### src/rtl/gpio_lvl_pkg.sv
package gpio_lvl_pkg;
  localparam int unsigned REG_W  = 32;
  localparam int unsigned IDX_W  = 3;
  localparam int unsigned PINS_PER_TYP = 8;
  localparam int unsigned POL_STRIDE   = 4;

  typedef enum logic [IDX_W-1:0] {
    RG_IN   = 3'd0,
    RG_OUT  = 3'd1,
    RG_OE   = 3'd2,
    RG_STA  = 3'd3,
    RG_IEN  = 3'd4,
    RG_TYP0 = 3'd5,
    RG_TYP1 = 3'd6,
    RG_MUX  = 3'd7
  } reg_sel_e;
endpackage

### src/rtl/gpio_sync.sv
module gpio_sync #(
  parameter int unsigned W      = 12,
  parameter int unsigned STAGES = 2
) (
  input  logic         clk,
  input  logic         rst_n,
  input  logic [W-1:0] d,
  output logic [W-1:0] q
);
  logic [W-1:0] stg [STAGES];

  always_ff @(posedge clk or negedge rst_n) begin
    if (!rst_n) begin
      for (int s = 0; s < STAGES; s++) stg[s] <= '0;
    end else begin
      stg[0] <= d;
      for (int s = 1; s < STAGES; s++) stg[s] <= stg[s-1];
    end
  end

  assign q = stg[STAGES-1];
endmodule

### src/rtl/gpio_lvl_irq_bank.sv
module gpio_lvl_irq_bank #(
  parameter int unsigned N = 12
) (
  input  logic         clk,
  input  logic         rst_n,
  input  logic [N-1:0] lvl,
  input  logic [N-1:0] pol,
  input  logic [N-1:0] clr,
  input  logic [N-1:0] ien,
  output logic [N-1:0] sta,
  output logic         irq
);
  for (genvar n = 0; n < N; n++) begin : g_pin
    logic hit;
    logic flag_q;
    // polarity 1 selects active-low
    assign hit = lvl[n] ^ pol[n];
    always_ff @(posedge clk or negedge rst_n) begin
      if (!rst_n)      flag_q <= 1'b0;
      else if (hit)    flag_q <= 1'b1;
      else if (clr[n]) flag_q <= 1'b0;
    end
    assign sta[n] = flag_q;
  end

  assign irq = |(sta & ien);
endmodule

### src/rtl/gpio_lvl_irq.sv
module gpio_lvl_irq
  import gpio_lvl_pkg::*;
#(
  parameter int unsigned N_PINS      = 12,
  parameter int unsigned SYNC_STAGES = 2
) (
  input  logic              clk,
  input  logic              rst_n,
  input  logic              bus_sel,
  input  logic              bus_wr,
  input  logic [IDX_W-1:0]  bus_addr,
  input  logic [REG_W-1:0]  bus_wdata,
  output logic [REG_W-1:0]  bus_rdata,
  input  logic [N_PINS-1:0] pin_in,
  output logic [N_PINS-1:0] pin_out,
  output logic [N_PINS-1:0] pin_oe,
  output logic [REG_W-1:0]  mux_ctl,
  output logic              irq_out
);
  localparam int unsigned PAD_W = REG_W - N_PINS;

  logic              wr_en;
  logic [N_PINS-1:0] pin_sync;
  logic [N_PINS-1:0] out_q, oe_q, ien_q, pol_q, pol_nx, sta, sta_clr;
  logic [REG_W-1:0]  mux_q, typ0_rd, typ1_rd;

  assign wr_en = bus_sel & bus_wr;

  gpio_sync #(.W(N_PINS), .STAGES(SYNC_STAGES)) u_sync (
    .clk(clk), .rst_n(rst_n), .d(pin_in), .q(pin_sync)
  );

  assign sta_clr = (wr_en && bus_addr == RG_STA) ? bus_wdata[N_PINS-1:0] : '0;

  gpio_lvl_irq_bank #(.N(N_PINS)) u_bank (
    .clk(clk), .rst_n(rst_n), .lvl(pin_sync), .pol(pol_q),
    .clr(sta_clr), .ien(ien_q), .sta(sta), .irq(irq_out)
  );

  always_ff @(posedge clk or negedge rst_n) begin
    if (!rst_n) begin
      out_q <= '0;
      oe_q  <= '0;
      ien_q <= '0;
      mux_q <= '0;
      pol_q <= '0;
    end else begin
      pol_q <= pol_nx;
      if (wr_en) begin
        case (bus_addr)
          RG_OUT:  out_q <= bus_wdata[N_PINS-1:0];
          RG_OE:   oe_q  <= bus_wdata[N_PINS-1:0];
          RG_IEN:  ien_q <= bus_wdata[N_PINS-1:0];
          RG_MUX:  mux_q <= bus_wdata;
          default: ;
        endcase
      end
    end
  end

  // polarity bits are scattered at a fixed stride across two words
  always_comb begin
    pol_nx  = pol_q;
    typ0_rd = '0;
    typ1_rd = '0;
    for (int n = 0; n < int'(N_PINS); n++) begin
      if (n < int'(PINS_PER_TYP)) begin
        typ0_rd[POL_STRIDE*n] = pol_q[n];
        if (wr_en && bus_addr == RG_TYP0) pol_nx[n] = bus_wdata[POL_STRIDE*n];
      end else begin
        typ1_rd[POL_STRIDE*(n-PINS_PER_TYP)] = pol_q[n];
        if (wr_en && bus_addr == RG_TYP1)
          pol_nx[n] = bus_wdata[POL_STRIDE*(n-PINS_PER_TYP)];
      end
    end
  end

  always_comb begin
    bus_rdata = '0;
    if (bus_sel) begin
      case (bus_addr)
        RG_IN:   bus_rdata = {{PAD_W{1'b0}}, pin_sync};
        RG_OUT:  bus_rdata = {{PAD_W{1'b0}}, out_q};
        RG_OE:   bus_rdata = {{PAD_W{1'b0}}, oe_q};
        RG_STA:  bus_rdata = {{PAD_W{1'b0}}, sta};
        RG_IEN:  bus_rdata = {{PAD_W{1'b0}}, ien_q};
        RG_TYP0: bus_rdata = typ0_rd;
        RG_TYP1: bus_rdata = typ1_rd;
        default: bus_rdata = mux_q;
      endcase
    end
  end

  assign pin_out = out_q;
  assign pin_oe  = oe_q;
  assign mux_ctl = mux_q;
endmodule

### config.mk
export PLATFORM = sky130hd
export DESIGN_NAME = gpio_lvl_irq
export DESIGN_NICKNAME = d
export VERILOG_FILES = /design/src/rtl/gpio_lvl_pkg.sv /design/src/rtl/gpio_sync.sv /design/src/rtl/gpio_lvl_irq_bank.sv /design/src/rtl/gpio_lvl_irq.sv
export SDC_FILE = /design/constraint.sdc
export NUM_CORES = 1
export LEC_CHECK = 0
export ABC_AREA = 0
export BUFFER_PORTS_ARGS = -buffer_cell sky130_fd_sc_hd__buf_2
export CAP_MARGIN = 20
export CORE_MARGIN = 8
export CORE_UTILIZATION = 45
export CTS_CLUSTER_SIZE = 28
export DETAILED_ROUTE_END_ITERATION = 8
export PLACE_DENSITY = 0.7
export SLEW_MARGIN = 5
export SYNTH_ARGS = -nofsm -noshare
export SYNTH_HDL_FRONTEND = slang
export SYNTH_SLANG_ARGS = --single-unit
### constraint.sdc
create_clock -name clk -period 3.6 [get_ports clk]
set_clock_uncertainty 0.1 [all_clocks]
set_input_delay 0.18 -clock clk [delete_from_list [all_inputs] [get_ports clk]]
set_output_delay 0.18 -clock clk [all_outputs]
set_load 0.05 [all_outputs]
# Yosys cells after proc, flatten, opt, wreduce, memory -nomap -nowiden
# Cells that the tools add are included.
# W data, S select, Z words.
totals:
  input_bits: 51
  output_inout_bits: 89
  ff_bits: 116
  elab_cells: 89
op_classes:
  muxes: 27
  eq_ne: 7
  reduce_logical: 21
  bitwise_logic: 14
op_table:
  columns: ["cell", "count"]
  rows:
  - ["$pmux W32 S7", 1]
  - ["$mux W32", 1]
  - ["$mux W1", 24]
  - ["$reduce_bool A2 Y1", 12]
  - ["$and A12 B12 Y12", 1]
  - ["$eq A3 B3 Y1 const B", 4]
  - ["$mux W12", 1]
  - ["$reduce_or A12 Y1", 1]
  - ["$xor A1 B1 Y1", 12]
  - ["$reduce_and A2 Y1", 4]
  - ["$eq A3 B2 Y1 const B", 2]
  - ["$eq A3 B1 Y1 const B", 1]
  - ["$logic_and A1 B1 Y1", 3]
  - ["$logic_not A3 Y1", 1]
  - ["$and A1 B1 Y1", 1]

# Depth between registers and ports, before layout
depth:
  ltp_word: 5
  ltp_mapped: 6
  mapped_depth_nobuf: 4

# By module
# A second synthesis with hierarchy kept.
unflattened:
  hier_cells: 422
  area_unflattened_um2: 5426.5
by_module_without_submodules:
  columns: ["module", "cells_per_inst", "n_inst", "seq_area_each_um2", "area_each_um2"]
  rows:
  - ["gpio_lvl_irq", 319, 1, 2001.9, 4057.6]
  - ["gpio_sync", 36, 1, 600.6, 690.7]
  - ["gpio_lvl_irq_bank", 67, 1, 300.3, 678.2]

# Least setup slack after synthesis
# OpenSTA, ideal clock, no wires.
synth_timing:
  path_type: "register to output"
  from: "register out_q[10] (netlist: pin_out[10])"
  to: "output bus_rdata[10]"
  n_path_buf: 0
  slack_ns: 1.174
  required_time_ns: 3.320
  arrival_ns: 2.146
  stages_incl_launch_ff: 4
  path_cell_list: "dfrtp_1 mux4_2 nor2_1 nor3b_1"
synth_between:
  elab_chain_cells: 2
synth_rtl:
  columns: ["item", "line_no", "source"]
  rows:
  - ["start: declaration", "gpio_lvl_irq.sv:24", "logic [N_PINS-1:0] out_q, oe_q, ien_q, pol_q, pol_nx, sta, sta_clr;"]
  - ["start signal: assignment", "gpio_lvl_irq.sv:51", "RG_OUT: out_q <= bus_wdata[N_PINS-1:0];"]
  - ["$pmux W32 S7", "gpio_lvl_irq.sv:81", "case (bus_addr)"]
  - ["$mux W32", "gpio_lvl_irq.sv:80", "if (bus_sel) begin"]
  - ["end: declaration", "gpio_lvl_irq.sv:13", "output logic [REG_W-1:0] bus_rdata,"]
# Every way passes these cells.

# Worst setup path after layout
layout_timing:
  from: "input bus_addr[1]"
  to: "output bus_rdata[0]"
layout_between:
  elab_chain_cells: 3
  word_cells_on_any_way: 9
  classes_between: "eq/ne: 6; mux: 2; reduce/logical: 1"
layout_rtl:
  columns: ["item", "line_no", "source"]
  rows:
  - ["start: declaration", "gpio_lvl_irq.sv:11", "input logic [IDX_W-1:0] bus_addr,"]
  - ["$eq A3 B3 Y1, or another cell as far along", "gpio_lvl_irq.sv:81", null]
  - ["$pmux W32 S7 (*)", "gpio_lvl_irq.sv:81", null]
  - ["$mux W32 (*)", "gpio_lvl_irq.sv:80", null]
# Mark *: on every way between the ends. The rest lies on a longest branch, timed or not.

==> metrics.cfg <==
[outcome]
status = finished clean

[worst_hold_path]
holdCritPathClass = input pin to flip-flop

[synthesis]
syn-num-nets = 445
ys.flop_type = dfrtp_1
yosysTopAreaCellShare = 0.563
syn_area_um2 = 5160
ys_ff_latch = 116
syn_area_per_cell_um2 = 13.1
synth-edff-count = 0
synth.area.top_cells = dfrtp_1, mux2_2, xor2_1
synth_cell_types = 40
synth_cells = 394
synth_seq_area_share = 0.563
async_reset_ff_frac = 1.00
synth_commonest_cells = dfrtp_1, mux2_2, nand2_1, nor2_1
yosys_warnings = 0
synth_top_cell_by_area = dfrtp_1
synth_most_common_cell = dfrtp_1

[cts]
clkSinkCount = 116
htree_levels = 4
numCtsBuffers = 17
cts_max_path_buffers = 2
clk_pin_slew_worst_paths_ns = 0.05
clockRootBuffer = clkbuf_16
cts_setup_buffers = 0
cts_tree = done
clk_latency_ns = 0.40

[timing]
tns_ns = 0
period_needed_ns = 2.39
rsz0062_at_grt = false
max_freq_mhz = 418
setup_viol = 0
finalMaxSlewViolations = 0
fin_crit_sh = 0.665
tightest_slew_ns = 1.11
hold_viol = 0
slew-limit-headroom = 0.258

[critical_path]
start_kind = input pin
worstPathRequired_ns = 3.32
end_kind = output port
critPathKind = input pin to output port
crit_arrival_ns = 2.11
path_max_fanout = 19

[placed_design]
hpwl_mm = 10.0
gp_congestion = 0.912
numPortBuffers = 139

[die]
row_count = 39
fp.coreArea_um2 = 11300
fp.dieW_um = 123
die_h_um = 123
dieArea_um2 = 15100
io_pins = 140
initial_core_util = 0.455

[detailed_routing]
drc_errors = 0
wl_mm = 14.5
vias = 3917
dr.pass1.iters = 5
ant_nets = 0
drt_iter0_drc = 233
wire_per_inst_um = 19.8
viasPerCell = 5.34

[pwr]
p_per_area_nw_per_um2 = 655
p_seq_frac = 0.382
p_int_uw = 2910
ir_worst_vdd_mv = 0.363
fin_total_pwr_uw = 4510
swShare = 0.356
power_frac_clock = 0.335
leakagePower_uw = 0.00319
combinationalPowerShare = 0.283
p_sw_uw = 1610

[final_layout]
syn2layout_area_growth_pct = 33.6
n_antenna_cell = 0
drive_above_1_share = 0.446
layout.nets = 630
nFillCells = 903

[grt]
grt_max_degree = 65
antenna_found_initial = 0
grt.total_usage = 0.201
grt_pass1_vias = 4332
grt_pass1_wl_mm = 23.4
grt.overflow.total = 0

[flow_run]
cap_viol_max_count = 0

-- power groups by stage --
stage	Sequential (µW)	Combinational, µW	Clock [µW]
4_1_cts	1720	1290	1530
6_report	1730	1280	1510
3_5_place_dp	1740	1250	0
3_3_place_gp	1730	1230	0
5_1_grt	1760	1350	1600
2_1_floorplan	2210	415	0
-- final timing paths --
| check | cells past startpoint | slack, ns | from | to |
|---|---|---|---|---|
| max | 6 | 1.21 | bus_addr[1] | bus_rdata[0] |
| min | 3 | 0.05 | bus_wdata[0] | u_bank.g_pin[0].flag_q |
| max reg2reg | 2 | 2.63 | pol_q[1] | u_bank.g_pin[1].flag_q |
| min reg2reg | 0 | 0.25 | u_sync.stg[12] | u_sync.q[0] |
| max in group asynchronous | 3 | 2.17 | rst_n | pol_q[9] |
| min in group asynchronous | 2 | 0.33 | rst_n | u_sync.stg[12] |
-- cells by family (layout without fill, tap and decap cells) --
family | Yosys count | after routing | share of synthesized area
buf+inv | 21 | 217 | 0.0279
compound gates | 62 | 62 | 0.0876
xor+xnor | 12 | 12 | 0.0204
simple gates | 89 | 89 | 0.0915
mux | 94 | 94 | 0.210
flops | 116 | 116 | 0.563
-- layout make-up --
type	instances	area, µm²	share of cell area
well taps	143	179	0.0260
flip-flops and latches	116	2900	0.421
repair buffers	186	1160	0.169
multi-input cells	257	2110	0.307
clock inverters	6	55.1	0.00799
clock buffers	24	472	0.0685
inverters	1	3.75	0.000545
-- sequential cells by signal (all words and copies together), names as in the netlist --
register and flops:
u_bank.g_pin.flag_q 12, ien_q 12, pin_out 12, pin_oe 12, u_sync.stg 12, pol_q 12, u_sync.q 12, mux_ctl 32
-- repair_timing --
action | 4_1_cts | 5_1_grt
endpoints found under the hold margin | 146 | 0
resized for setup | 0 | 0
hold buffers | 44 | 0
-- per-stage QoR --
step	hold slack (ns)	instances	worst slack, ns	utilization	instance area, µm²
6_report	0.0459	733	1.21	0.608	6890
5_1_grt	0.0469	733	1.10	0.608	6890
4_1_cts	0.0207	733	1.20	0.608	6890
3_5_place_dp	0.189	659	1.07	0.523	5920
3_3_place_gp	0.189	659	1.18	0.523	5920
2_1_floorplan	-0.216	394	1.17	-	5160
-- per-layer routing --
metal	wire length (µm)	part of all wire	GRT usage
met5	0	0	0
met4	214	0.015	0.0587
met3	1330	0.092	0.0735
met2	6850	0.47	0.319
met1	6110	0.42	0.254
-- layout by cell type, fill, tap and decap left out, drive strengths merged --
master	instances
or2	1
mux2i	9
a21bo	1
a221oi	6
o221a	5
dfrtp	116
a21o	12
bufinv	1
nand3	9
and2	16
or3	3
nand2	23
nor3b	3
o22ai	5
mux2	82
a21boi	2
nor2b	4
o221ai	1
nor3	3
buf	142
dlygate4sd3	44
nor2	23
o21ai	3
a21oi	16
nand2b	3
clkbuf	24
clkinv	6
nand3b	1
xor2	12
a22o	3
a41oi	3
a22oi	4
o211a	1
mux4	3
-- critical path, stage by stage --
cell     delay, ns
buf_2         0.44
and2_1        0.44
nand2_1       0.37
o21ai_0       0.35
a41oi_1       0.09
buf_2         0.23
(Power assumes the default switching activity.)
